## src/rtl/intagg_pkg.sv

```systemverilog
package intagg_pkg;
  localparam int GRP_N_D     = 8;
  localparam int GRP_W_D     = 8;
  localparam int ADDR_W_D    = 12;
  localparam int REQ_ADDR_D  = 3;
  localparam int STAT_BASE_D = 4;
  localparam int EN_BASE_D   = 20;
endpackage

```

## src/rtl/intagg_rst_sync.sv

```systemverilog
module intagg_rst_sync (
  input  logic clk,
  input  logic rst_n,
  output logic rst_sync_n
);
  logic [1:0] sh_q;
  logic [1:0] sh_d;

  always_comb sh_d = {sh_q[0], 1'b1};

  always_ff @(posedge clk or negedge rst_n) begin
    if (!rst_n) sh_q <= '0;
    else        sh_q <= sh_d;
  end

  assign rst_sync_n = sh_q[1];
endmodule

```

## src/rtl/intagg_group.sv

```systemverilog
module intagg_group #(
  parameter int GRP_W = 8
) (
  input  logic             clk,
  input  logic             rst_n,
  input  logic [GRP_W-1:0] ev,
  input  logic             rd_stat,
  input  logic             wr_en,
  input  logic [GRP_W-1:0] wdata,
  output logic [GRP_W-1:0] stat,
  output logic [GRP_W-1:0] en,
  output logic             req
);
  logic [GRP_W-1:0] stat_d;
  logic [GRP_W-1:0] en_d;
  logic             req_d;
  logic             new_hit;

  always_comb begin
    new_hit = |(ev & en);
    stat_d  = (rd_stat ? '0 : stat) | ev;
    en_d    = wr_en ? wdata : en;
    if (new_hit)      req_d = 1'b1;
    else if (rd_stat) req_d = 1'b0;
    else              req_d = req;
  end

  always_ff @(posedge clk or negedge rst_n) begin
    if (!rst_n) begin
      stat <= '0;
      en   <= '0;
      req  <= 1'b0;
    end else begin
      stat <= stat_d;
      en   <= en_d;
      req  <= req_d;
    end
  end

  a_r1_latch: assert property (@(posedge clk) disable iff (!rst_n)
    (ev != '0) |=> ((stat & $past(ev)) == $past(ev)));
  a_r2_set: assert property (@(posedge clk) disable iff (!rst_n)
    (|(ev & en)) |=> req);
  a_r3_clear: assert property (@(posedge clk) disable iff (!rst_n)
    (rd_stat && !(|(ev & en))) |=> !req);
  a_r4_hold: assert property (@(posedge clk) disable iff (!rst_n)
    (!rd_stat && !(|(ev & en))) |=> $stable(req));
  a_r7_keep: assert property (@(posedge clk) disable iff (!rst_n)
    (rd_stat && ev == '0) |=> (stat == '0));
endmodule

```

## src/rtl/intagg_regbus.sv

```systemverilog
module intagg_regbus #(
  parameter int GRP_N     = 8,
  parameter int GRP_W     = 8,
  parameter int ADDR_W    = 12,
  parameter int REQ_ADDR  = 3,
  parameter int STAT_BASE = 4,
  parameter int EN_BASE   = 20
) (
  input  logic [ADDR_W-1:0]      addr,
  input  logic                   rd,
  input  logic                   wr,
  input  logic [GRP_N*GRP_W-1:0] stat_all,
  input  logic [GRP_N*GRP_W-1:0] en_all,
  input  logic [GRP_N-1:0]       req_all,
  output logic [GRP_N-1:0]       rd_stat_hit,
  output logic [GRP_N-1:0]       wr_en_hit,
  output logic [GRP_W-1:0]       rdata
);
  logic [GRP_N-1:0] stat_sel;
  logic [GRP_N-1:0] en_sel;
  logic             req_sel;

  assign req_sel = (addr == ADDR_W'(REQ_ADDR));

  for (genvar g = 0; g < GRP_N; g++) begin : g_dec
    localparam int SA = STAT_BASE + GRP_N - 1 - g;
    localparam int EA = EN_BASE + GRP_N - 1 - g;
    assign stat_sel[g]    = (addr == ADDR_W'(SA));
    assign en_sel[g]      = (addr == ADDR_W'(EA));
    assign rd_stat_hit[g] = rd & stat_sel[g];
    assign wr_en_hit[g]   = wr & en_sel[g];
  end

  always_comb begin
    rdata = '0;
    if (rd) begin
      if (req_sel) rdata = GRP_W'(req_all);
      for (int g = 0; g < GRP_N; g++) begin
        if (stat_sel[g]) rdata = stat_all[g*GRP_W +: GRP_W];
        if (en_sel[g])   rdata = en_all[g*GRP_W +: GRP_W];
      end
    end
  end
endmodule

```

## src/rtl/intr_aggregator.sv

```systemverilog
module intr_aggregator
  import intagg_pkg::*;
#(
  parameter int GRP_N     = GRP_N_D,
  parameter int GRP_W     = GRP_W_D,
  parameter int ADDR_W    = ADDR_W_D,
  parameter int REQ_ADDR  = REQ_ADDR_D,
  parameter int STAT_BASE = STAT_BASE_D,
  parameter int EN_BASE   = EN_BASE_D
) (
  input  logic                   clk,
  input  logic                   rst_n,
  input  logic [GRP_N*GRP_W-1:0] ev_i,
  input  logic [ADDR_W-1:0]      addr_i,
  input  logic                   rd_i,
  input  logic                   wr_i,
  input  logic [GRP_W-1:0]       wdata_i,
  output logic [GRP_W-1:0]       rdata_o,
  output logic                   irq_n
);
  localparam int EV_W = GRP_N * GRP_W;

  logic             rst_s_n;
  logic [EV_W-1:0]  stat_all;
  logic [EV_W-1:0]  en_all;
  logic [GRP_N-1:0] req_all;
  logic [GRP_N-1:0] rd_stat_hit;
  logic [GRP_N-1:0] wr_en_hit;

  intagg_rst_sync u_rst (
    .clk(clk), .rst_n(rst_n), .rst_sync_n(rst_s_n)
  );

  for (genvar g = 0; g < GRP_N; g++) begin : g_grp
    intagg_group #(.GRP_W(GRP_W)) u_grp (
      .clk    (clk),
      .rst_n  (rst_s_n),
      .ev     (ev_i[g*GRP_W +: GRP_W]),
      .rd_stat(rd_stat_hit[g]),
      .wr_en  (wr_en_hit[g]),
      .wdata  (wdata_i),
      .stat   (stat_all[g*GRP_W +: GRP_W]),
      .en     (en_all[g*GRP_W +: GRP_W]),
      .req    (req_all[g])
    );
  end

  intagg_regbus #(
    .GRP_N(GRP_N), .GRP_W(GRP_W), .ADDR_W(ADDR_W),
    .REQ_ADDR(REQ_ADDR), .STAT_BASE(STAT_BASE), .EN_BASE(EN_BASE)
  ) u_bus (
    .addr       (addr_i),
    .rd         (rd_i),
    .wr         (wr_i),
    .stat_all   (stat_all),
    .en_all     (en_all),
    .req_all    (req_all),
    .rd_stat_hit(rd_stat_hit),
    .wr_en_hit  (wr_en_hit),
    .rdata      (rdata_o)
  );

  assign irq_n = ~(|req_all);

  a_r10_exit: assert property (@(posedge clk) disable iff (!rst_s_n)
    (rd_i && addr_i == ADDR_W'(REQ_ADDR)) |-> ((rdata_o == '0) == irq_n));
  a_r9_idle: assert property (@(posedge clk)
    (!rst_s_n) |-> (irq_n && req_all == '0));
  a_r8_nodata: assert property (@(posedge clk) disable iff (!rst_s_n)
    (!rd_i) |-> (rdata_o == '0));
endmodule

```

## config.mk

```make
export PLATFORM = sky130hd
export DESIGN_NAME = intr_aggregator
export DESIGN_NICKNAME = d
export VERILOG_FILES = /design/src/rtl/intagg_pkg.sv /design/src/rtl/intagg_rst_sync.sv /design/src/rtl/intagg_group.sv /design/src/rtl/intagg_regbus.sv /design/src/rtl/intr_aggregator.sv
export SDC_FILE = /design/constraint.sdc
export NUM_CORES = 1
export LEC_CHECK = 0
export BUFFER_PORTS_ARGS = -buffer_cell sky130_fd_sc_hd__buf_2
export CAP_MARGIN = 20
export CORE_ASPECT_RATIO = 1.75
export CORE_MARGIN = 2
export CORE_UTILIZATION = 50
export CTS_BUF_LIST = sky130_fd_sc_hd__clkbuf_16
export DETAILED_ROUTE_END_ITERATION = 8
export PLACE_DENSITY = 0.71
export SLEW_MARGIN = 25
export SYNTH_ARGS = -nofsm -noshare
export SYNTH_HDL_FRONTEND = slang
export SYNTH_HIERARCHICAL = 1
export SYNTH_SLANG_ARGS = --single-unit
```

## constraint.sdc

```tcl
create_clock -name clk -period 8.74 [get_ports clk]
set_input_delay 2.185 -clock clk [delete_from_list [all_inputs] [get_ports clk]]
set_output_delay 2.185 -clock clk [all_outputs]
set_load 0.02 [all_outputs]
```

==> impl_metrics.yaml <==
floorplanning:
  start_util_pct: 51.2
  num_io_pins: 97
  fp.coreArea_um2: 13800
  die_h_um: 161
  design.die.area_um2: 15200
  rows: 57
  die_w_um: 94.0
worst_setup_path:
  cpMostUsedCell: "buf_2"
  critPathBufInv: 3
  path_delay_family: "buffers and inverters"
  r2r_start: "u_rst/sh_q[1]"
  critPathRequiredTime_ps: 6560
  crit_chain: "buf_2 -> buf_4 -> nand2b_1 -> a2bb2oi_1 -> a21oi_1 -> a2111oi_0 -> o211a_1 -> buf_2"
  worstPathMaxFanout: 37
  crit_slowest_cell: "a2111oi_0"
  cp-start-kind: "input port"
  critical_path.max_stage_delay_ps: 580
  arrival_ps: 4680
  end_kind: "output pin"
  path_class: "in2out"
  cp-startpoint: "addr_i[0]"
logic_synthesis:
  ys_warn_count: 6
  synthesis.area_um2: 7090
  synth-seq-cells: 138
  synth_area_leader_cell: "dfrtp_1"
  synth_edf_count: 0
  synthTopCellsByArea: "dfrtp_1 (49%), mux2_2 (11%), a21o_1 (6.9%), a22oi_1 (2.1%), nand3_1 (1.8%)"
  synth_most_common_cell: "dfrtp_1"
  seq_area_frac_synth_pct: 48.7
  yosys.area.top_type_share_pct: 48.7
  syn-num-nets: 703
  synth-main-ff-cell: "dfrtp_1"
  syn_inst: 615
  ys_async_sr_fraction_pct: 100
  synth.distinct_cells: 74
  synth_commonest_cells: "dfrtp_1 (138), mux2_2 (68), a21o_1 (65), nand3_1 (26), nor2_1 (25)"
  avgSynthCellArea_um2: 11.5
sta:
  max_freq_mhz: 146
  slew_headroom_pct: 34.8
  period_share_pct: 78.5
  drv_slew: 0
  tightest_slew_ps: 977
  hold_viol: 0
  finalSetupTns_ps: 0
  rsz0062_at_grt: "false"
  setup_viol: 0
  setup_slack_ps: 1880
  skew_ps: 15.4
  period_needed_ps: 6860
cts:
  postCtsSetupRepairBufs: 0
  clk-insertion-delay-late_ps: 420
  hold_buffers: 0
  cts-root-buf: "clkbuf_16"
  clockBufferDepth: 2
  tritoncts: "yes"
  cts_resized: 0
  numCtsBuffers: 17
  clk_pin_slew_worst_paths_ps: 60
  cts_max_level: 4
  clock_sinks: 138
finish:
  fin_area_um2: 8240
  drive_gt1_share_pct: 33.0
  areaGrowthSynthToFinish_pct: 16.2
  fin_nets: 788
  n_antenna_cell: 0
global_route:
  busiest_layer: "met2"
  overflow: 0
  grt_max_degree: 74
  grt_use_met1_pct: 34.9
  antenna_found_initial: 0
  grt_use_total_pct: 32.1
  globalRouteMet3Util_pct: 5.32
  grt_pass1_vias: 6160
  grt_util_met2_pct: 55.0
  grt_pass1_wl_mm: 35.7
placed_design:
  portBuffers: 96
  placed_cell_area_um2: 7660
  gp_congestion: 0.966
  hpwl_mm: 17.6
  place_ws_ps: 1910
pwr:
  irDropWorstVdd_uv: 111
  leakage_nw: 3.42
  powerDensity_nw_per_um2: 186
detailed_routing:
  drt_pass1_iterations: 7
  vias_per_cell: 6.69
  drc_errors: 0
  ant_nets: 0
  wl_per_cell_um: 26.6
  routed_wl_mm: 23.6
  vias: 5953
  drt-initial-drc-count: 550
outcome:
  outcome: "completed"
flow_run:
  max_cap_violations: 0
hold_path:
  hold_class: "reg2reg"
  hold_path.startpoint: "u_rst/sh_q[0]"
## per-layer routing
| metal | vias up | wire length (um) |
|---|---|---|
| met1 | 2995 | 8130 |
| met5 | - | 0 |
| li1 | 2545 | - |
| met2 | 312 | 12200 |
| met4 | 0 | 1980 |
| met3 | 101 | 1300 |
## layout by cell type (no fill, tap or decap), drive strengths merged, types with 3 or more instances in the layout
| cell | instances |
|---|---|
| nor4 | 11 |
| mux2 | 71 |
| clkbuf | 17 |
| nand2 | 22 |
| o221ai | 4 |
| clkinv | 4 |
| a211o | 3 |
| o211ai | 3 |
| dfrtp | 138 |
| nand4 | 5 |
| o21ai | 10 |
| clkinvlp | 3 |
| nand2b | 12 |
| nor2 | 26 |
| mux4 | 4 |
| o22ai | 4 |
| or4 | 5 |
| o32ai | 4 |
| a211oi | 7 |
| buf | 100 |
| and3 | 3 |
| a22o | 9 |
| inv | 20 |
| a21oi | 15 |
| a21o | 65 |
| nand3 | 27 |
| mux2i | 10 |
| nor2b | 14 |
| and2 | 5 |
| nor3 | 7 |
| a2111oi | 3 |
| a22oi | 20 |
| a221oi | 12 |
| a222oi | 8 |
| nand3b | 4 |
| a31oi | 6 |
## registers in the layout, summed over array words and instances (netlist names)
register	flops
u_rst/sh_q	2
g_grp.u_grp/req	8
g_grp.u_grp/en	64
g_grp.u_grp/stat	64
## metrics by stage
stage,cells,power [mW],hold slack (ps),util (%)
after global routing,890,1.58,360,59.5
after global placement,858,0.827,335,55.3
final,890,1.53,354,59.5
after CTS,890,1.54,359,59.5
after floorplan,615,0.758,331,-
after detailed placement,858,0.829,344,55.3
## final cells by class
type	count	area, um2
Tap cell	177	221
Clock buffer	17	425
Timing Repair Buffer	100	510
Multi-Input combinational cell	429	3420
Clock inverter	15	154
Sequential cell	138	3460
Fill cell	1205	5600
Inverter	14	52.6
## final timing paths
kind / cells after the start / slack [ps] / endpoint
max reg2reg: 1 / 6880 / g_grp[4].u_grp/stat[4]
min: 0 / 350 / u_rst/sh_q[1]
min in group asynchronous: 0 / 430 / g_grp[3].u_grp/stat[7]
max in group asynchronous: 1 / 6880 / g_grp[4].u_grp/stat[4]
max: 8 / 1880 / rdata_o[4]
min reg2reg: 0 / 350 / u_rst/sh_q[1]
## cell families after synthesis
kind of cell,synth area share [%]
buffers and inverters,3.05
flip-flops,48.7
AO/OA/AOI/OAI,21.2
AND/OR/NAND/NOR,13.0
multiplexers,14.0
other,0.0529
## where the power goes
part	internal, mW	switching (mW)
Sequential	0.653	0.0279
Combinational	0.0554	0.0845
Clock	0.421	0.288
Note: power is estimated with default switching activity, not from simulation.
